--- config.mk ---
export PLATFORM = sky130hd
export DESIGN_NAME = ldma_engine
export DESIGN_NICKNAME = d
export VERILOG_FILES = /design/src/rtl/ldma_pkg.sv /design/src/rtl/ldma_head_reg.sv /design/src/rtl/ldma_beat_ctr.sv /design/src/rtl/ldma_frame_chk.sv /design/src/rtl/ldma_engine.sv
export SDC_FILE = /design/constraint.sdc
export NUM_CORES = 1
export LEC_CHECK = 0
export BUFFER_PORTS_ARGS = -buffer_cell sky130_fd_sc_hd__buf_2
export CORE_MARGIN = 2
export CORE_UTILIZATION = 57
export DETAILED_ROUTE_END_ITERATION = 8
export PLACE_DENSITY = 0.81
export SKIP_LAST_GASP = 1
export SYNTH_ARGS = -nofsm -noshare
export SYNTH_HDL_FRONTEND = slang
export SYNTH_SLANG_ARGS = --single-unit
--- constraint.sdc ---
create_clock -name clk -period 3.83 [get_ports clk]
set_input_delay 0.383 -clock clk [delete_from_list [all_inputs] [get_ports clk]]
set_output_delay 0.383 -clock clk [all_outputs]
set_load 0.01 [all_outputs]
--- src/rtl/ldma_pkg.sv ---
package ldma_pkg;
  localparam int WORD_W    = 32;
  localparam int CNT_W     = 12;
  localparam int WORD_B    = WORD_W / 8;

  typedef struct packed {
    logic             hw_own;
    logic             frm_end;
    logic             sub_start;
    logic [4:0]       pad;
    logic [CNT_W-1:0] count;
    logic [CNT_W-1:0] cap;
  } ctl_word_t;

  typedef enum logic [3:0] {
    ST_IDLE, ST_CTL, ST_BUF, ST_LNK, ST_RD, ST_PUSH,
    ST_ACC, ST_WR, ST_WB, ST_ADV, ST_END
  } walk_st_t;
endpackage

--- src/rtl/ldma_head_reg.sv ---
module ldma_head_reg #(
  parameter int ADDR_W = 32,
  parameter int HEAD_W = 20,
  parameter logic [ADDR_W-HEAD_W-1:0] HEAD_BASE = '0
) (
  input  logic              clk,
  input  logic              rst_n,
  input  logic              wr_en,
  input  logic [HEAD_W-1:0] wr_head,
  input  logic              wr_start,
  input  logic              idle,
  output logic              launch,
  output logic [ADDR_W-1:0] head_addr,
  output logic              pending
);
  logic [HEAD_W-1:0] head_q;

  assign launch    = pending && idle;
  assign head_addr = {HEAD_BASE, head_q};

  always_ff @(posedge clk or negedge rst_n) begin
    if (!rst_n) begin
      head_q  <= '0;
      pending <= 1'b0;
    end else if (launch) begin
      pending <= 1'b0;
    end else if (wr_en && idle) begin
      head_q  <= wr_head;
      pending <= wr_start;
    end
  end
endmodule

--- src/rtl/ldma_beat_ctr.sv ---
module ldma_beat_ctr #(
  parameter int CNT_W  = 12,
  parameter int WORD_B = 4
) (
  input  logic             clk,
  input  logic             rst_n,
  input  logic             load,
  input  logic [CNT_W-1:0] total,
  input  logic             step,
  output logic [CNT_W-1:0] offset,
  output logic [2:0]       nbytes,
  output logic             last
);
  logic [CNT_W-1:0] rem_q;

  assign last   = rem_q <= CNT_W'(WORD_B);
  assign nbytes = last ? rem_q[2:0] : 3'(WORD_B);

  always_ff @(posedge clk or negedge rst_n) begin
    if (!rst_n) begin
      rem_q  <= '0;
      offset <= '0;
    end else if (load) begin
      rem_q  <= total;
      offset <= '0;
    end else if (step) begin
      rem_q  <= rem_q - CNT_W'(nbytes);
      offset <= offset + CNT_W'(nbytes);
    end
  end
endmodule

--- src/rtl/ldma_frame_chk.sv ---
module ldma_frame_chk #(
  parameter int FLEN_W = 16,
  parameter int CNT_W  = 12
) (
  input  logic              clk,
  input  logic              rst_n,
  input  logic              clr,
  input  logic              add,
  input  logic              add_eof,
  input  logic [CNT_W-1:0]  add_len,
  input  logic [CNT_W-1:0]  probe_len,
  input  logic [FLEN_W-1:0] frame_len,
  output logic              mismatch
);
  logic [FLEN_W-1:0] sent_q;

  assign mismatch = (sent_q + FLEN_W'(probe_len)) != frame_len;

  always_ff @(posedge clk or negedge rst_n) begin
    if (!rst_n)       sent_q <= '0;
    else if (clr)     sent_q <= '0;
    else if (add)     sent_q <= add_eof ? '0 : sent_q + FLEN_W'(add_len);
  end
endmodule

--- src/rtl/ldma_engine.sv ---
module ldma_engine
  import ldma_pkg::*;
#(
  parameter int ADDR_W    = 32,
  parameter int HEAD_W    = 20,
  parameter int START_BIT = 29,
  parameter int FLEN_W    = 16,
  parameter logic [ADDR_W-HEAD_W-1:0] HEAD_BASE = '0
) (
  input  logic              clk,
  input  logic              rst_n,
  input  logic              cfg_wr,
  input  logic [31:0]       cfg_wdata,
  input  logic              xfer_dir,
  input  logic [FLEN_W-1:0] tx_frame_len,
  output logic              busy,
  output logic              start_pending,
  output logic              done,
  output logic              err,
  output logic              mem_req,
  output logic              mem_we,
  output logic [ADDR_W-1:0] mem_addr,
  output logic [31:0]       mem_wdata,
  input  logic [31:0]       mem_rdata,
  input  logic              mem_ready,
  output logic              tx_valid,
  input  logic              tx_ready,
  output logic [31:0]       tx_data,
  output logic [2:0]        tx_nbytes,
  output logic              tx_last,
  output logic              tx_sof,
  input  logic              rx_valid,
  output logic              rx_ready,
  input  logic [31:0]       rx_data,
  input  logic              rx_last
);
  localparam logic [ADDR_W-1:0] OFS_BUF = ADDR_W'(WORD_B);
  localparam logic [ADDR_W-1:0] OFS_LNK = ADDR_W'(2 * WORD_B);

  walk_st_t          st;
  ctl_word_t         ctl_q, ctl_in, ctl_wb;
  logic [ADDR_W-1:0] cur_q, buf_q, lnk_q, head_addr;
  logic [31:0]       data_q;
  logic              dir_q, fin_q, err_q;
  logic              launch, mismatch, hs;
  logic              beat_load, beat_step, beat_last;
  logic [CNT_W-1:0]  beat_off, beat_total;
  logic [2:0]        beat_nb;

  ldma_head_reg #(.ADDR_W(ADDR_W), .HEAD_W(HEAD_W), .HEAD_BASE(HEAD_BASE)) u_head (
    .clk(clk), .rst_n(rst_n), .wr_en(cfg_wr), .wr_head(cfg_wdata[HEAD_W-1:0]),
    .wr_start(cfg_wdata[START_BIT]), .idle(st == ST_IDLE), .launch(launch),
    .head_addr(head_addr), .pending(start_pending)
  );

  ldma_beat_ctr #(.CNT_W(CNT_W), .WORD_B(WORD_B)) u_beat (
    .clk(clk), .rst_n(rst_n), .load(beat_load), .total(beat_total),
    .step(beat_step), .offset(beat_off), .nbytes(beat_nb), .last(beat_last)
  );

  ldma_frame_chk #(.FLEN_W(FLEN_W), .CNT_W(CNT_W)) u_frame (
    .clk(clk), .rst_n(rst_n), .clr(launch), .add(st == ST_ADV && !dir_q),
    .add_eof(ctl_q.frm_end), .add_len(ctl_q.count), .probe_len(ctl_in.count),
    .frame_len(tx_frame_len), .mismatch(mismatch)
  );

  assign ctl_in = ctl_word_t'(mem_rdata);

  always_comb begin
    ctl_wb           = ctl_q;
    ctl_wb.hw_own    = 1'b0;
    ctl_wb.frm_end   = fin_q;
    ctl_wb.pad       = '0;
    ctl_wb.count     = beat_off;
  end

  always_comb begin
    mem_req   = 1'b0;
    mem_we    = 1'b0;
    mem_addr  = '0;
    mem_wdata = '0;
    unique case (st)
      ST_CTL: begin mem_req = 1'b1; mem_addr = cur_q; end
      ST_BUF: begin mem_req = 1'b1; mem_addr = cur_q + OFS_BUF; end
      ST_LNK: begin mem_req = 1'b1; mem_addr = cur_q + OFS_LNK; end
      ST_RD:  begin mem_req = 1'b1; mem_addr = buf_q + ADDR_W'(beat_off); end
      ST_WR: begin
        mem_req = 1'b1; mem_we = 1'b1;
        mem_addr = buf_q + ADDR_W'(beat_off); mem_wdata = data_q;
      end
      ST_WB: begin
        mem_req = 1'b1; mem_we = 1'b1;
        mem_addr = cur_q; mem_wdata = 32'(ctl_wb);
      end
      default: ;
    endcase
  end

  assign hs         = mem_req && mem_ready;
  assign beat_load  = (st == ST_LNK) && hs;
  assign beat_total = dir_q ? ctl_q.cap : ctl_q.count;
  assign beat_step  = (st == ST_PUSH && tx_ready) || (st == ST_WR && mem_ready);

  assign busy      = st != ST_IDLE;
  assign done      = st == ST_END;
  assign err       = err_q;
  assign tx_valid  = st == ST_PUSH;
  assign tx_data   = data_q;
  assign tx_nbytes = beat_nb;
  assign tx_last   = ctl_q.frm_end && beat_last;
  assign tx_sof    = ctl_q.sub_start && (beat_off == '0);
  assign rx_ready  = st == ST_ACC;

  always_ff @(posedge clk or negedge rst_n) begin
    if (!rst_n) begin
      st     <= ST_IDLE;
      ctl_q  <= '0;
      cur_q  <= '0;
      buf_q  <= '0;
      lnk_q  <= '0;
      data_q <= '0;
      dir_q  <= 1'b0;
      fin_q  <= 1'b0;
      err_q  <= 1'b0;
    end else begin
      unique case (st)
        ST_IDLE: if (launch) begin
          cur_q <= head_addr;
          dir_q <= xfer_dir;
          st    <= ST_CTL;
        end
        ST_CTL: if (mem_ready) begin
          ctl_q <= ctl_in;
          if (!ctl_in.hw_own) st <= ST_END;
          else if (!dir_q && ctl_in.frm_end && mismatch) begin
            err_q <= 1'b1;
            st    <= ST_END;
          end else st <= ST_BUF;
        end
        ST_BUF: if (mem_ready) begin
          buf_q <= mem_rdata;
          st    <= ST_LNK;
        end
        ST_LNK: if (mem_ready) begin
          lnk_q <= mem_rdata;
          fin_q <= 1'b0;
          if (dir_q) st <= (ctl_q.cap == '0) ? ST_WB : ST_ACC;
          else       st <= (ctl_q.count == '0) ? ST_ADV : ST_RD;
        end
        ST_RD: if (mem_ready) begin
          data_q <= mem_rdata;
          st     <= ST_PUSH;
        end
        ST_PUSH: if (tx_ready) st <= beat_last ? ST_ADV : ST_RD;
        ST_ACC: if (rx_valid) begin
          data_q <= rx_data;
          fin_q  <= rx_last;
          st     <= ST_WR;
        end
        ST_WR: if (mem_ready) st <= (beat_last || fin_q) ? ST_WB : ST_ACC;
        ST_WB: if (mem_ready) st <= ST_ADV;
        ST_ADV: begin
          if (lnk_q == '0) st <= ST_END;
          else begin
            cur_q <= lnk_q;
            st    <= ST_CTL;
          end
        end
        ST_END: begin
          err_q <= 1'b0;
          st    <= ST_IDLE;
        end
        default: st <= ST_IDLE;
      endcase
    end
  end
endmodule

## Word-level counts from Yosys, hierarchy flattened

Cells that the tools add are included.

- Bits in registers: 222
- Input bits: 120
- Output and inout port bits: 109
- Logic and storage cells: 136

- Add/sub/neg operators: 7
- Order comparisons: 1
- Equal/unequal tests: 23
- Muxes and demuxes: 46
- Bitwise logic cells: 1
- Reductions and logical operators: 41

Operators with widths:

| kind | number |
|---|---|
| $pmux W32 S2 | 3 |
| $mux W32 | 4 |
| $pmux W32 S4 | 1 |
| $mux W4 | 17 |
| $mux W12 | 5 |
| $mux W16 | 3 |
| $pmux W4 S10 | 1 |
| $logic_not A12 Y1 | 3 |
| $add A16 B12 Y16 | 2 |
| $add A32 B12 Y32 | 1 |
| $add A32 B3 Y32 const B | 1 |
| $add A32 B4 Y32 const B | 1 |
| $logic_not A32 Y1 | 1 |
| $ne A2 B2 Y1 const B | 11 |
| $eq A4 B3 Y1 const B | 4 |
| $ne A16 B16 Y1 | 1 |
| $reduce_bool A2 Y1 | 7 |
| $add A12 B3 Y12 | 1 |
| $eq A4 B4 Y1 const B | 3 |
| $le A12 B3 Y1 const B | 1 |
| $sub A12 B3 Y12 | 1 |
| $logic_and A1 B1 Y1 | 11 |
| $reduce_and A2 Y1 | 5 |
| $mux W1 | 9 |
| 15 further kinds | 22 |

## Longest topological paths before layout

Gate-level depths: netlist of the first run.

- Word-level depth: 7
- Gate-level depth with buffers: 14
- Gate-level depth less buffers: 14

## Modules after synthesis

A second synthesis of the first run with hierarchy kept.

- Cells, all modules: 1498
- Area total of the unflattened synthesis: 14420.1 µm²

Modules (own cells, without submodules):

| module | times used | cells an instance | area each (µm²) | sequential area each (µm²) |
|---|---|---|---|---|
| ldma_engine | 1 | 1045 | 9949.5 | 4028.9 |
| ldma_frame_chk | 1 | 237 | 2068.2 | 400.4 |
| ldma_beat_ctr | 1 | 156 | 1418.9 | 600.6 |
| ldma_head_reg | 1 | 60 | 983.4 | 525.5 |

## Least setup slack after synthesis of the first run

OpenSTA, ideal clock, no wires.

- Kind: reg2reg
- Start: register u_beat.rem_q[6]
- End: register u_beat.offset[6]
- Arrival time: 3.035 ns
- Data required time: 3.698 ns
- Setup slack: 0.663 ns
- Stages on the path, launching flop included: 15
- Path buffers: 0
- Path through: dfrtp_1 or4_4 nor4_4 nand2_2 nor3_4 and2_2 ha_1 inv_1 fa_1 nor2b_1 o21ai_0 nor2_1 nand3_1 xor2_1 nor2_1

- Longest elaborated chain between the ends: 5

Ends and longest elaborated chain:

| item | line | source |
|---|---|---|
| start: declaration | ldma_beat_ctr.sv:14 | `logic [CNT_W-1:0] rem_q;` |
| start signal: assignment | ldma_beat_ctr.sv:24 | `rem_q <= total;` |
| start signal: assignment | ldma_beat_ctr.sv:27 | `rem_q <= rem_q - CNT_W'(nbytes);` |
| $le A12 B3 Y1 | ldma_beat_ctr.sv:16 | `assign last = rem_q <= CNT_W'(WORD_B);` |
| $mux W3 | ldma_beat_ctr.sv:17 | `assign nbytes = last ? rem_q[2:0] : 3'(WORD_B);` |
| named net tx_nbytes[0] | ldma_engine.sv:29 | `output logic [2:0] tx_nbytes,` |
| $add A12 B3 Y12 | ldma_beat_ctr.sv:28 | `offset <= offset + CNT_W'(nbytes);` |
| $mux W12 | ldma_beat_ctr.sv:26 | `end else if (step) begin` |
| $mux W12 | ldma_beat_ctr.sv:23 | `end else if (load) begin` |
| end signal: assignment | ldma_beat_ctr.sv:28 |  |
| end: declaration | ldma_beat_ctr.sv:10 | `output logic [CNT_W-1:0] offset,` |

The timed path passes the listed nets, and every way through them passes these cells. The select of a mux whose other input is x is not followed.
A chain may end at the register's enable or synchronous reset.

## Worst setup path in the final report of the first run

- Start: register u_beat.offset[0]
- End: output mem_addr[10]

- Longest elaborated chain between the ends: 2

Ends and longest elaborated chain:

| item | line | source |
|---|---|---|
| $add A32 B12 Y32 | ldma_engine.sv:86, ldma_engine.sv:89 |  |
| $pmux W32 S4 | ldma_engine.sv:82 | `unique case (st)` |
| end: declaration | ldma_engine.sv:22 | `output logic [ADDR_W-1:0] mem_addr,` |

No other way between the ends.

==> results.txt, run 1 <==
----------------------------------------------------
[Final layout]
  Fraction of final layout cells sized beyond drive strength 1 ... 0.243
  Finished Core Util ... 0.682
  Non-filler cells in the finished layout ... 2024
  Post-Layout Inst Area ... between 15000 and 20000 um2
  Final nets ... 1851
  Signed area change from the synthesized netlist to the final layout ... 17.6%

[Place]
  Port Buffer Count ... 217
  RD Place Congestion ... approximately 0.98
  Half-perimeter wire length of the detailed placement result ... approximately 33 mm
  Placed cell count ... about 2000
  Area after detailed placement ... 15100 um2

[STA]
  Skew final ... 0.0169 ns
  Final clock period utilization by the worst path ... 0.981
  RSZ-0062 raised after global routing ... yes
  # setup viols final ... 0
  Slew at the pin closest to its max-slew limit ... 0.949 ns
  Number of endpoints with negative hold slack in the final report ... 0
  Fin. max-slew vios ... 0
  Worst slew margin relative to its limit ... 0.366
  Tmin final ... 3.76 ns
  Peak Freq ... 266 MHz

[Clock network]
  Clock network latency to the later pin of the worst-skew pair ... 0.54 ns
  Clock tree from TritonCTS ... yes
  CTS clk-pin slew, worst paths ... around 0.060 ns
  Clock buffers created by TritonCTS ... 25
  H-Tree Level Count ... 1
  Root Driver ... clkbuf_16
  TritonCTS Sinks ... 222
  Buffers from clock root to sink, at most ... 3

[Drt]
  Number of iterations in the first detailed-routing pass ... 5
  Highest signal layer in the routed design ... met5
  Detailed-route wire length per cell ... around 22 um
  Post-route met1 wirelength ... 16.9 mm
  Antenna violation net count after detailed routing ... 0
  Detailed route wirelength on metal3 ... ~4 mm
  Routed Wire Length ... roughly 45 mm
  Remaining design rule violation count ... 0
  Vias ... roughly 13000
  Wire length on met2 ... 20.9 mm
  Number of vias per cell after detailed routing ... around 6.3
  Number of violations reported at the end of detailed-routing iteration 0 ... 1040

[Floorplan]
  Number of placement rows ... 56
  Width of the die ... 158 um
  Die area ... 25000 um2
  I/O pin cnt ... approximately 230
  Height of the die ... 158 um
  Initial core utilization ... 0.579
  Core Footprint ... 23400 um2

[Power]
  Total power divided by cell area ... 803 nW/um2
  Static leakage power ... approximately 7.5 nW
  Worst voltage drop across the vdd grid ... 0.412 mV
  Post-layout power ... about 13 mW

[Run status]
  Status ... complete, no violations

[Synth]
  Dominant cell type by area after synthesis ... dfrtp_1
  Most frequently used flop master after synthesis ... dfrtp_1
  Flip-flop and latch count after synthesis ... 222
  Post-synth design cell area ... 13600 um2
  EDFF count, synth ... 0
  Sequential-to-total area share from yosys stat ... 0.410
  Distinct cell type count of the synthesized netlist ... 71
  Share of the synthesized area in the top cell type ... 0.410
  Syn Inst Count ... approximately 1500
  Synth warnings ... 0
  Synth Net Count ... 1639
  Biggest area contributors in the synthesized netlist ... dfrtp_1 (41%), mux2_2 (6.8%), nand2_1 (5.7%), mux2i_1 (5.0%), ha_1 (3.9%)
  Average cell area after synthesis ... slightly above 9 um2
  Share of async-settable or async-resettable flops after synthesis ... 1.00

[Worst setup path]
  Nature of the critical path startpoint ... register
  Master of the slowest instance on the critical path ... dfrtp_2
  Arr. time, crit path ... 3.37 ns
  Crit-path leading delay family ... compound AO/OA/AOI/OAI gates
  Worst path max stage delay ... 0.42 ns
  Req. time, crit path ... 3.45 ns
  Critical-path cell list ... ha_1 -> inv_1 -> fa_1 -> nor2b_1 -> o21a_1 -> o21ai_1 -> a211o_1 -> nand3b_1 -> xor2_1 -> nand2_1 -> o311ai_0 -> buf_2
  Reg2Reg Launch Point ... u_beat.rem_q[6]$_DFFE_PN0P_
  Register-to-register setup slack ... 0.55 ns
  Reg-to-reg endpoint ... u_beat.offset[10]$_DFFE_PN0P_
  Worst path buffer plus inverter count ... 2
  Max FO, Critical Path ... 5
  Worst Reg-to-Reg Cells ... 14
  Nature of the critical path endpoint ... primary output
  Critical path class ... register to primary output

[Worst hold path]
  HP Class ... input port to register
  Worst Hold Endpoint ... lnk_q[25]$_DFFE_PN0P_
  Launch point of the worst hold path ... mem_rdata[25]
  WHS Path Cells ... 3

[Global route]
  Vias in the first global route ... 12000
  Initial antenna violation count ... 4
  First-pass GRT wire length ... 67.8 mm
  Largest net degree at the start of global routing ... 107
  Total congestion overflow ... 0
  Overall routing resource usage ... 0.356

[Run]
  Max-cap violation count ... 0

----------------------------------------------------
-- power breakdown --
group,leakage (nW),internal [mW],switching [mW]
clock,0.396,1.36,0.988
sequential,2.73,3.40,1.34
combinational,4.33,2.50,3.22
-- cell usage after synthesis (7+ instances only) --
| cell type | count |
|---|---|
| a211oi_1 | 9 |
| mux2_2 | 82 |
| o22ai_1 | 7 |
| or2_2 | 7 |
| buf_1 | 7 |
| nor3_1 | 35 |
| nor4_1 | 28 |
| nand3_1 | 58 |
| nor2b_1 | 10 |
| a31oi_1 | 13 |
| o21a_1 | 9 |
| o211ai_1 | 8 |
| nand2_1 | 206 |
| a22o_1 | 44 |
| ha_1 | 42 |
| nor2_1 | 101 |
| and3_1 | 14 |
| xnor2_1 | 36 |
| a21oi_1 | 90 |
| dfrtp_1 | 222 |
| and2_1 | 14 |
| clkbuf_1 | 53 |
| buf_2 | 11 |
| xor2_1 | 34 |
| o21ai_0 | 103 |
| or3_1 | 8 |
| nand2b_1 | 11 |
| o221ai_1 | 7 |
| a21o_1 | 11 |
| nand4_1 | 18 |
| inv_1 | 32 |
| mux2i_1 | 68 |
-- cell type report --
type | instances | area [um2]
clock buffer | 34 | 709
multi-input combinational | 1147 | 7660
timing repair buffer | 257 | 1410
clock inverter | 10 | 88.8
sequential | 222 | 5560
inverter | 32 | 120
fill | 1912 | 7450
tap | 319 | 399
antenna | 3 | 7.51
-- metrics by stage --
| stage | TNS (ns) | hold slack [ns] | setup slack (ns) |
|---|---|---|---|
| 6_report | 0 | 0.0709 | 0.0741 |
| 4_1_cts | 0 | 0.0625 | 0.0170 |
| 3_5_place_dp | 0 | 0.488 | 0.462 |
| 5_1_grt | -0.0168 | 0.0782 | -0.00901 |
| 3_3_place_gp | 0 | 0.479 | 0.475 |
| 2_1_floorplan | 0 | 0.0874 | 0.663 |
-- worst max-delay path by stage --
stage | from | end | slack (ns) | depth (start not counted)
finish | u_beat.offset[0]$_DFFE_PN0P_ | mem_addr[10] | 0.07 | 12
global placement | u_beat.offset[1]$_DFFE_PN0P_ | mem_addr[13] | 0.48 | 10
global route | u_beat.offset[0]$_DFFE_PN0P_ | mem_addr[30] | -0.009 | 12
CTS | u_beat.offset[0]$_DFFE_PN0P_ | mem_addr[30] | 0.02 | 12
detailed placement | u_beat.offset[1]$_DFFE_PN0P_ | mem_addr[17] | 0.46 | 10
floorplan | u_beat.rem_q[6]$_DFFE_PN0P_ | u_beat.offset[6]$_DFFE_PN0P_ | 0.66 | 14
-- registers in the layout, summed over array words and instances (netlist names) --
signal / count
buf_q: 32
ctl_q: 26
cur_q: 32
dir_q: 1
err: 1
fin_q: 1
lnk_q: 32
st: 4
tx_data: 32
u_beat.offset: 12
u_beat.rem_q: 12
u_frame.sent_q: 16
u_head.head_q: 20
u_head.pending: 1
-- cells by family (layout without fill, tap and decap cells) --
group | count (synthesis) | in the layout | share of synthesized area
compound gates | 346 | 346 | 0.166
xor+xnor | 70 | 70 | 0.0452
fa+ha+maj | 46 | 46 | 0.0447
buf+inv | 104 | 333 | 0.0299
flops | 222 | 222 | 0.410
mux | 150 | 150 | 0.118
other cells | 1 | 4 | 0.000277
simple gates | 534 | 534 | 0.186
-- worst register-to-register path, stage by stage (launching register included) --
cell and delay, ns:
dfrtp_1 0.42, or4_4 0.58, nor4_4 0.23, nand2_2 0.13, nor3_4 0.20, and2_2 0.18
ha_1 0.16, inv_1 0.06, fa_1 0.41, nor2b_1 0.13, o21ai_0 0.10, nor2_1 0.24
nand3_1 0.13, xor2_1 0.14, nor2_1 0.05
-- placed cells by master, fill, tap and decap left out, types with 9 or more instances in the layout --
cell,n
dfrtp_1,219
buf_2,216
nand2_1,206
o21ai_0,99
nor2_1,97
a21oi_1,90
mux2_2,82
mux2i_1,68
nand3_1,57
a22o_1,44
ha_1,42
buf_4,37
xnor2_1,36
xor2_1,33
inv_1,32
nor3_1,32
nor4_1,28
clkbuf_16,25
nand4_1,18
and2_1,14
and3_1,14
a31oi_1,13
nand2b_1,11
a21o_1,11
nor2b_1,10
o21a_1,9
a211oi_1,9
-- timing repair --
item                                    in CTS  in global routing
endpoints found under the setup margin      14                 22
hold buffers                                 1                  0
setup buffers                                1                  4
gates resized for setup                      1                 15
pin swaps                                    1                  7
gates cloned                                 0                  0
hold endpoints to repair                   102                  0
-- layer usage --
layer,up-vias,track usage
met5,-,0
met4,2,0.192
met3,186,0.0739
met2,672,0.581
met1,6224,0.446
li1,5750,-
No activity file was read; power rests on OpenSTA's default activity.
==> run 2: changes to the inputs <==
--- a/config.mk
+++ b/config.mk
@@ -5,9 +5,10 @@
 export SDC_FILE = /design/constraint.sdc
 export NUM_CORES = 1
 export LEC_CHECK = 0
+export ABC_AREA = 1
 export BUFFER_PORTS_ARGS = -buffer_cell sky130_fd_sc_hd__buf_2
 export CORE_MARGIN = 2
-export CORE_UTILIZATION = 57
+export CORE_UTILIZATION = 58
 export DETAILED_ROUTE_END_ITERATION = 8
 export PLACE_DENSITY = 0.81
 export SKIP_LAST_GASP = 1
==> run 2 against run 1 <==
Non-clock buffer count down 25. Sequential cell count unchanged. Synthesized cell count up 33%. Cell area up 4.0%. Via count up 15%. Largest power group unchanged. Routed wire length up 8.2%. Global-route usage up 1.6 points. Highest routed layer is now met4. Die area up 4.0%. Core utilization about the same. First-iteration DRC count up 43%. Sequential power down 4%. Critical path type unchanged.
==> results.txt, run 2 <==
----------------------------------------------------
[Power]
  Fraction of power consumed by the clock network ... 0.183
  Total net switching power ... 6.54 mW
  Switch share ... 0.470
  Internal power component ... 7.36 mW
  Share of power burned in registers ... 0.330
  Worst voltage drop across the vdd grid ... 0.519 mV
  Combinational group share of total power ... 0.487
  Static leakage power ... 8.33 nW
  Total power divided by cell area ... 838 nW/um2

[Drt]
  Vias ... around 15000
  Number of violations reported at the end of detailed-routing iteration 0 ... approximately 1500
  Routed Wire Length ... approximately 48 mm
  Detailed-route wire length per cell ... 19.4 um
  Number of vias per cell after detailed routing ... 5.89
  Remaining design rule violation count ... 0
  Antenna violation net count after detailed routing ... 0
  Number of iterations in the first detailed-routing pass ... 6

[Synth]
  Distinct cell type count of the synthesized netlist ... 65
  Flip-flop and latch count after synthesis ... between 200 and 250
  Average cell area after synthesis ... 7.31 um2
  Synth warnings ... 0
  Sequential-to-total area share from yosys stat ... 0.387
  Biggest area contributors in the synthesized netlist ... dfrtp_1 (39%), nand2_1 (12%), inv_1 (7.2%), o21ai_0 (6.3%), ha_1 (3.7%)
  Post-synth design cell area ... approximately 14000 um2
  Synth Net Count ... approximately 2100
  EDFF count, synth ... 0
  Syn Inst Count ... 1964
  Most common cell in the synthesized netlist ... nand2_1
  Most common library cells after synthesis ... nand2_1 (466), inv_1 (277), dfrtp_1 (222)
  Share of async-settable or async-resettable flops after synthesis ... 1.00
  Most frequently used flop master after synthesis ... dfrtp_1
  Dominant cell type by area after synthesis ... dfrtp_1
  Share of the synthesized area in the top cell type ... 0.387

[Final layout]
  Fraction of final layout cells sized beyond drive strength 1 ... 0.167
  Final antenna diode count ... 0
  Signed area change from the synthesized netlist to the final layout ... 15.5%
  Most frequent cells in the layout ... nand2_1 (465), inv_1 (276), dfrtp_1 (222)
  Finished Core Util ... 0.682
  Final nets ... approximately 2300
  Commonest non-fill, non-tap cell in the layout ... nand2_1
  Layout filler cell count ... ~2100

[Worst setup path]
  Critical path class ... register to primary output
  Max FO, Critical Path ... 4
  Nature of the critical path endpoint ... primary output
  Arr. time, crit path ... 3.24 ns
  Nature of the critical path startpoint ... register
  Req. time, crit path ... between 3 and 4 ns

[Run status]
  Status ... complete, no violations

[Global route]
  Vias in the first global route ... roughly 14000
  Overall routing resource usage ... 0.372
  First-pass GRT wire length ... 75.8 mm
  Largest net degree at the start of global routing ... 117
  Initial antenna violation count ... 1
  Total congestion overflow ... 0

[Clock network]
  Buffer count from post-CTS setup fixing ... 0
  Clock network latency to the later pin of the worst-skew pair ... 0.53 ns
  Buffers from clock root to sink, at most ... 3
  Root Driver ... clkbuf_16
  CTS clk-pin slew, worst paths ... around 0.060 ns
  Clock buffers created by TritonCTS ... 25
  H-Tree Level Count ... 1
  TritonCTS Sinks ... around 220
  Clock tree from TritonCTS ... yes

[STA]
  Worst slew margin relative to its limit ... 0.122
  Number of endpoints with negative hold slack in the final report ... 0
  Fin Setup TNS ... 0 ns
  Final worst setup slack ... around 0.21 ns
  Tmin final ... 3.62 ns
  Final clock period utilization by the worst path ... 0.945
  RSZ-0062 raised after global routing ... no
  Fin. max-slew vios ... 0
  Peak Freq ... 276 MHz
  Skew final ... 0.0134 ns
  Slew at the pin closest to its max-slew limit ... 1.32 ns
  Hold slack ... 0.0873 ns
  # setup viols final ... 0

[Place]
  Port Buffer Count ... 217
  Half-perimeter wire length of the detailed placement result ... 36.7 mm
  RD Place Congestion ... just under 1
  Worst slack at placement ... roughly 0.63 ns

[Floorplan]
  Number of placement rows ... between 50 and 60
  Height of the die ... 161 um
  Die area ... 26000 um2
  Width of the die ... 161 um
  Initial core utilization ... 0.590
  I/O pin cnt ... 229
  Core Footprint ... between 20000 and 25000 um2

[Run]
  Max-cap violation count ... 0

[Worst hold path]
  HP Class ... input port to register

----------------------------------------------------
[run 2: cell count changes in the layout (fill, tap and decap cells not counted), moves of 35 or more]
cell      delta
nand2_1    +259
o211ai_1    +35
o21ai_1     +56
mux2_2      -62
nor2_1      +41
inv_1      +244
nand3_1     +37
mux2i_1     -68
o21ai_0     +81
a22o_1      -41
[run 2: final timing paths]
path	to	depth (start not counted)	slack, ns	from
min in group asynchronous	u_head.head_q[6]$_DFFE_PN0P_	2	0.52	rst_n
setup / recovery	mem_addr[24]	14	0.21	u_beat.offset[0]$_DFFE_PN0P_
hold / removal	u_head.head_q[2]$_DFFE_PN0P_	2	0.09	cfg_wdata[2]
hold reg to reg	buf_q[0]$_DFFE_PN0P_	2	0.50	buf_q[0]$_DFFE_PN0P_
setup reg to reg	u_beat.offset[10]$_DFFE_PN0P_	16	0.51	u_beat.rem_q[5]$_DFFE_PN0P_
max in group asynchronous	u_beat.rem_q[3]$_DFFE_PN0P_	3	2.33	rst_n
[run 2: layout make-up]
class | instances | area, um2 | area share
multi-input combinational | 1380 | 7420 | 0.447
sequential | 222 | 5560 | 0.335
clock inverter | 13 | 178 | 0.0107
clock buffer | 31 | 688 | 0.0415
timing repair buffer | 232 | 1220 | 0.0738
tap | 324 | 405 | 0.0244
inverter | 296 | 1120 | 0.0673
[run 2: repair_timing]
| item | in CTS | in global routing |
|---|---|---|
| hold endpoints to repair | 61 | 0 |
| setup endpoints to repair | 0 | 1 |
| hold buffers | 1 | 0 |
| resized for setup | 0 | 2 |
[run 2: power by group through the flow]
stage | sequential (mW) | clock, mW | combinational, mW
CTS | 4.53 | 2.56 | 6.67
detailed placement | 4.55 | 0 | 6.61
global route | 4.68 | 2.66 | 7.54
finish | 4.58 | 2.55 | 6.77
global placement | 4.51 | 0 | 6.46
floorplan | 4.22 | 0 | 4.61
[run 2: cells by family after synthesis]
kind of cell             share of synthesized area
flip-flops                                   0.387
AO/OA/AOI/OAI                                0.193
multiplexers                                0.0157
AND/OR/NAND/NOR                              0.248
buffers and inverters                       0.0984
XOR/XNOR                                    0.0153
adder cells (fa/ha/maj)                     0.0422
other                                     0.000261
[run 2: metrics by stage]
step	instances	power, mW	instance area (um2)
finish	2498	13.9	16600
CTS	2498	13.8	16600
floorplan	1964	8.83	14400
global placement	2453	11.0	15700
global route	2498	14.9	16600
detailed placement	2453	11.2	15700
[run 2: routing by layer]
layer / routed length [um] / share of wire / GRT usage / vias up
met3: 3960 / 0.082 / 0.0611 / 131
met2: 22600 / 0.47 / 0.618 / 718
met5: 0 / 0 / 0 / -
li1: - / - / - / 6941
met1: 20000 / 0.41 / 0.494 / 6924
met4: 1820 / 0.038 / 0.136 / 0
[run 2: worst max-delay path, cell delays in order, from the launching register on]
cell	delay, ns
dfrtp_1	0.42
ha_1	0.19
inv_1	0.05
fa_1	0.35
inv_1	0.09
a31oi_1	0.15
o21ai_0	0.29
inv_1	0.09
o21ai_0	0.28
nand2_1	0.09
o31ai_1	0.13
or2_2	0.18
nand3_1	0.07
o21ai_1	0.15
buf_2	0.17
==> run 3: changes to the inputs <==
--- a/config.mk
+++ b/config.mk
@@ -6,11 +6,11 @@
 export NUM_CORES = 1
 export LEC_CHECK = 0
 export ABC_AREA = 1
-export BUFFER_PORTS_ARGS = -buffer_cell sky130_fd_sc_hd__buf_2
 export CORE_MARGIN = 2
-export CORE_UTILIZATION = 58
+export CORE_UTILIZATION = 60
 export DETAILED_ROUTE_END_ITERATION = 8
-export PLACE_DENSITY = 0.81
+export DONT_BUFFER_PORTS = 1
+export PLACE_DENSITY = 0.76
 export SKIP_LAST_GASP = 1
 export SYNTH_ARGS = -nofsm -noshare
 export SYNTH_HDL_FRONTEND = slang
==> run 3 against run 2 <==
Via count fell by 4.6%. Non-clock buffer count down 196. Sequential share of layout area is 1.8 points higher. Critical path depth down 6. Maximum frequency fell by 1.7%. Hold slack worse by 0.54 ns. Global-route usage rose by 0.92 points. Final cell count is 7.9% lower. The run now ends with negative hold slack left. Clock skew is 0.0036 ns lower. Combinational power fell by 9.0%. Sequential cell count unchanged. Core utilization shrank 1.2 points.
==> results.txt, run 3 (same netlist as run 2, synthesis figures left out) <==
----------------------------------------------------
[Run status]
  Status ... complete, but fails checks
  Failing checks ... negative hold slack

[STA]
  Worst slew margin relative to its limit ... 0.214
  Hold slack ... -0.453 ns
  Peak Freq ... 272 MHz
  # setup viols final ... 0
  Slew at the pin closest to its max-slew limit ... 1.18 ns
  Fin. max-slew vios ... 0
  Skew final ... 0.00975 ns
  Final clock period utilization by the worst path ... 0.961
  Tmin final ... 3.68 ns
  Number of endpoints with negative hold slack in the final report ... around 220
  RSZ-0062 raised after global routing ... yes

[Clock network]
  Root Driver ... clkbuf_16
  Buffers from clock root to sink, at most ... 3
  CTS clk-pin slew, worst paths ... 0.07 ns
  Clock buffers created by TritonCTS ... 26
  TritonCTS Sinks ... 222
  CTS hold repair buffers ... 20
  Clock tree from TritonCTS ... yes
  H-Tree Level Count ... 1
  Buffer count from post-CTS setup fixing ... 0
  Clock network latency to the later pin of the worst-skew pair ... ~0.53 ns

[Floorplan]
  Number of placement rows ... 56
  Initial core utilization ... 0.612
  I/O pin cnt ... 229
  Core Footprint ... 23500 um2
  Height of the die ... 159 um
  Width of the die ... 159 um
  Die area ... ~25000 um2

[Drt]
  Number of vias per cell after detailed routing ... 6.10
  Detailed-route wire length per cell ... 20.9 um
  Remaining design rule violation count ... 0
  Vias ... 14000
  Number of iterations in the first detailed-routing pass ... 6
  Number of violations reported at the end of detailed-routing iteration 0 ... ~1500
  Routed Wire Length ... approximately 48 mm
  Antenna violation net count after detailed routing ... 0

[Power]
  Static leakage power ... 7.46 nW
  Fraction of power consumed by the clock network ... 0.202
  Total power divided by cell area ... 867 nW/um2
  Share of power burned in registers ... 0.347
  Worst voltage drop across the vdd grid ... 0.590 mV
  Total net switching power ... 6.47 mW
  Internal power component ... 7.17 mW
  Post-layout power ... ~14 mW
  Switch share ... 0.475
  Combinational group share of total power ... 0.451

[Worst setup path]
  Max FO, Critical Path ... 18
  Source of the critical timing path ... st[2]$_DFFE_PN0P_
  Critical path class ... register to primary output
  Req. time, crit path ... roughly 3.5 ns
  Reg2Reg Launch Point ... u_beat.rem_q[6]$_DFFE_PN0P_
  Master of the slowest instance on the critical path ... nor2_1
  Nature of the critical path startpoint ... register
  Nature of the critical path endpoint ... primary output
  Arr. time, crit path ... around 3.3 ns
  Worst path max stage delay ... 0.75 ns
  Critical-path cell list ... inv_1 -> nor2_1 -> inv_2 -> nor2_1 -> nor2_1 -> clkinvlp_4 -> nand3_1 -> o311ai_0
  Most used cell along the critical path ... nor2_1
  Crit-path leading delay family ... simple AND/OR/NAND/NOR gates
  Worst path buffer plus inverter count ... 3

[Global route]
  Initial antenna violation count ... 1
  Vias in the first global route ... 13100
  First-pass GRT wire length ... 73.2 mm
  Largest net degree at the start of global routing ... 223
  Total congestion overflow ... 0
  Overall routing resource usage ... 0.381

[Place]
  Area after detailed placement ... 14600 um2
  Placed cell count ... 2233
  Port Buffer Count ... 0
  RD Place Congestion ... 0.984
  Half-perimeter wire length of the detailed placement result ... ~36 mm

[Final layout]
  FF/Latch Area ... 5560 um2
  Most frequent cells in the layout ... nand2_1 (465), inv_1 (276), dfrtp_1 (222)
  Commonest non-fill, non-tap cell in the layout ... nand2_1
  Final nets ... between 2000 and 2500
  Signed area change from the synthesized netlist to the final layout ... 9.55%
  Area of combinational cells with multiple inputs ... ~7400 um2
  Final antenna diode count ... 0
  Post-Layout Inst Area ... 15700 um2
  Layout filler cell count ... 2057
  Fraction of final layout cells sized beyond drive strength 1 ... 0.0737
  Non-filler cells in the finished layout ... between 2000 and 2500

[Run]
  Max-cap violation count ... 0

[Worst hold path]
  HP Class ... input port to async pin

----------------------------------------------------
==> run 3: changes by cell type in the layout (fill, tap and decap cells not counted), moves of 2 or more <==
cell / change
buf_2: -216
dlygate4sd3_1: +19
clkinvlp_4: +5
clkbuf_8: -4
clkinv_2: -4
buf_4: +3
clkbuf_1: +3
bufinv_16: +2
clkbuf_16: +2
ha_1: +2
ha_4: -2
==> run 3: worst paths after layout <==
kind	end	cells past startpoint	slack, ns
worst max register to register	u_beat.offset[10]$_DFFE_PN0P_	16	0.40
max in group asynchronous	cur_q[30]$_DFFE_PN0P_	0	3.80
worst min-delay path	u_head.head_q[6]$_DFFE_PN0P_	0	-0.45
worst min register to register	buf_q[0]$_DFFE_PN0P_	2	0.51
min in group clk	u_head.head_q[16]$_DFFE_PN0P_	1	0.01
worst max-delay path	mem_addr[9]	8	0.15
==> run 3: layout make-up <==
| type | instances | area share |
|---|---|---|
| Tap cell | 319 | 0.0254 |
| Multi-Input combinational cell | 1380 | 0.470 |
| Timing Repair Buffer | 36 | 0.0204 |
| Inverter | 296 | 0.0712 |
| Clock inverter | 15 | 0.0158 |
| Sequential cell | 222 | 0.353 |
| Clock buffer | 32 | 0.0442 |
==> run 3: power groups by stage <==
stage | clock [mW] | sequential [mW] | combinational, mW
detailed placement | 0 | 4.69 | 5.97
floorplan | 0 | 4.22 | 4.61
global route | 2.86 | 4.83 | 6.86
CTS | 2.76 | 4.67 | 6.05
finish | 2.75 | 4.73 | 6.16
global placement | 0 | 4.66 | 5.82
==> run 3: routing by layer <==
metal	GRT usage	vias to the layer above	routed length, um
met5	0	-	0
met4	0.118	0	1690
met3	0.0686	114	4280
met2	0.639	699	22700
met1	0.505	6670	19400
li1	-	6549	-
==> run 3: what timing repair did <==
| item | CTS | global route |
|---|---|---|
| endpoints found under the hold margin | 242 | 222 |
| resized for setup | 0 | 2 |
| setup endpoints to repair | 0 | 9 |
==> run 3: stage by stage <==
step	TNS (ns)	worst slack (ns)	utilization	hold WS, ns
detailed placement	0	0.460	0.621	0.0922
global route	-0.0155	-0.0155	0.670	-0.477
CTS	0	0.169	0.670	-0.468
finish	0	0.149	0.670	-0.453
global placement	0	0.549	0.621	0.0916
floorplan	0	0.927	-	0.0874
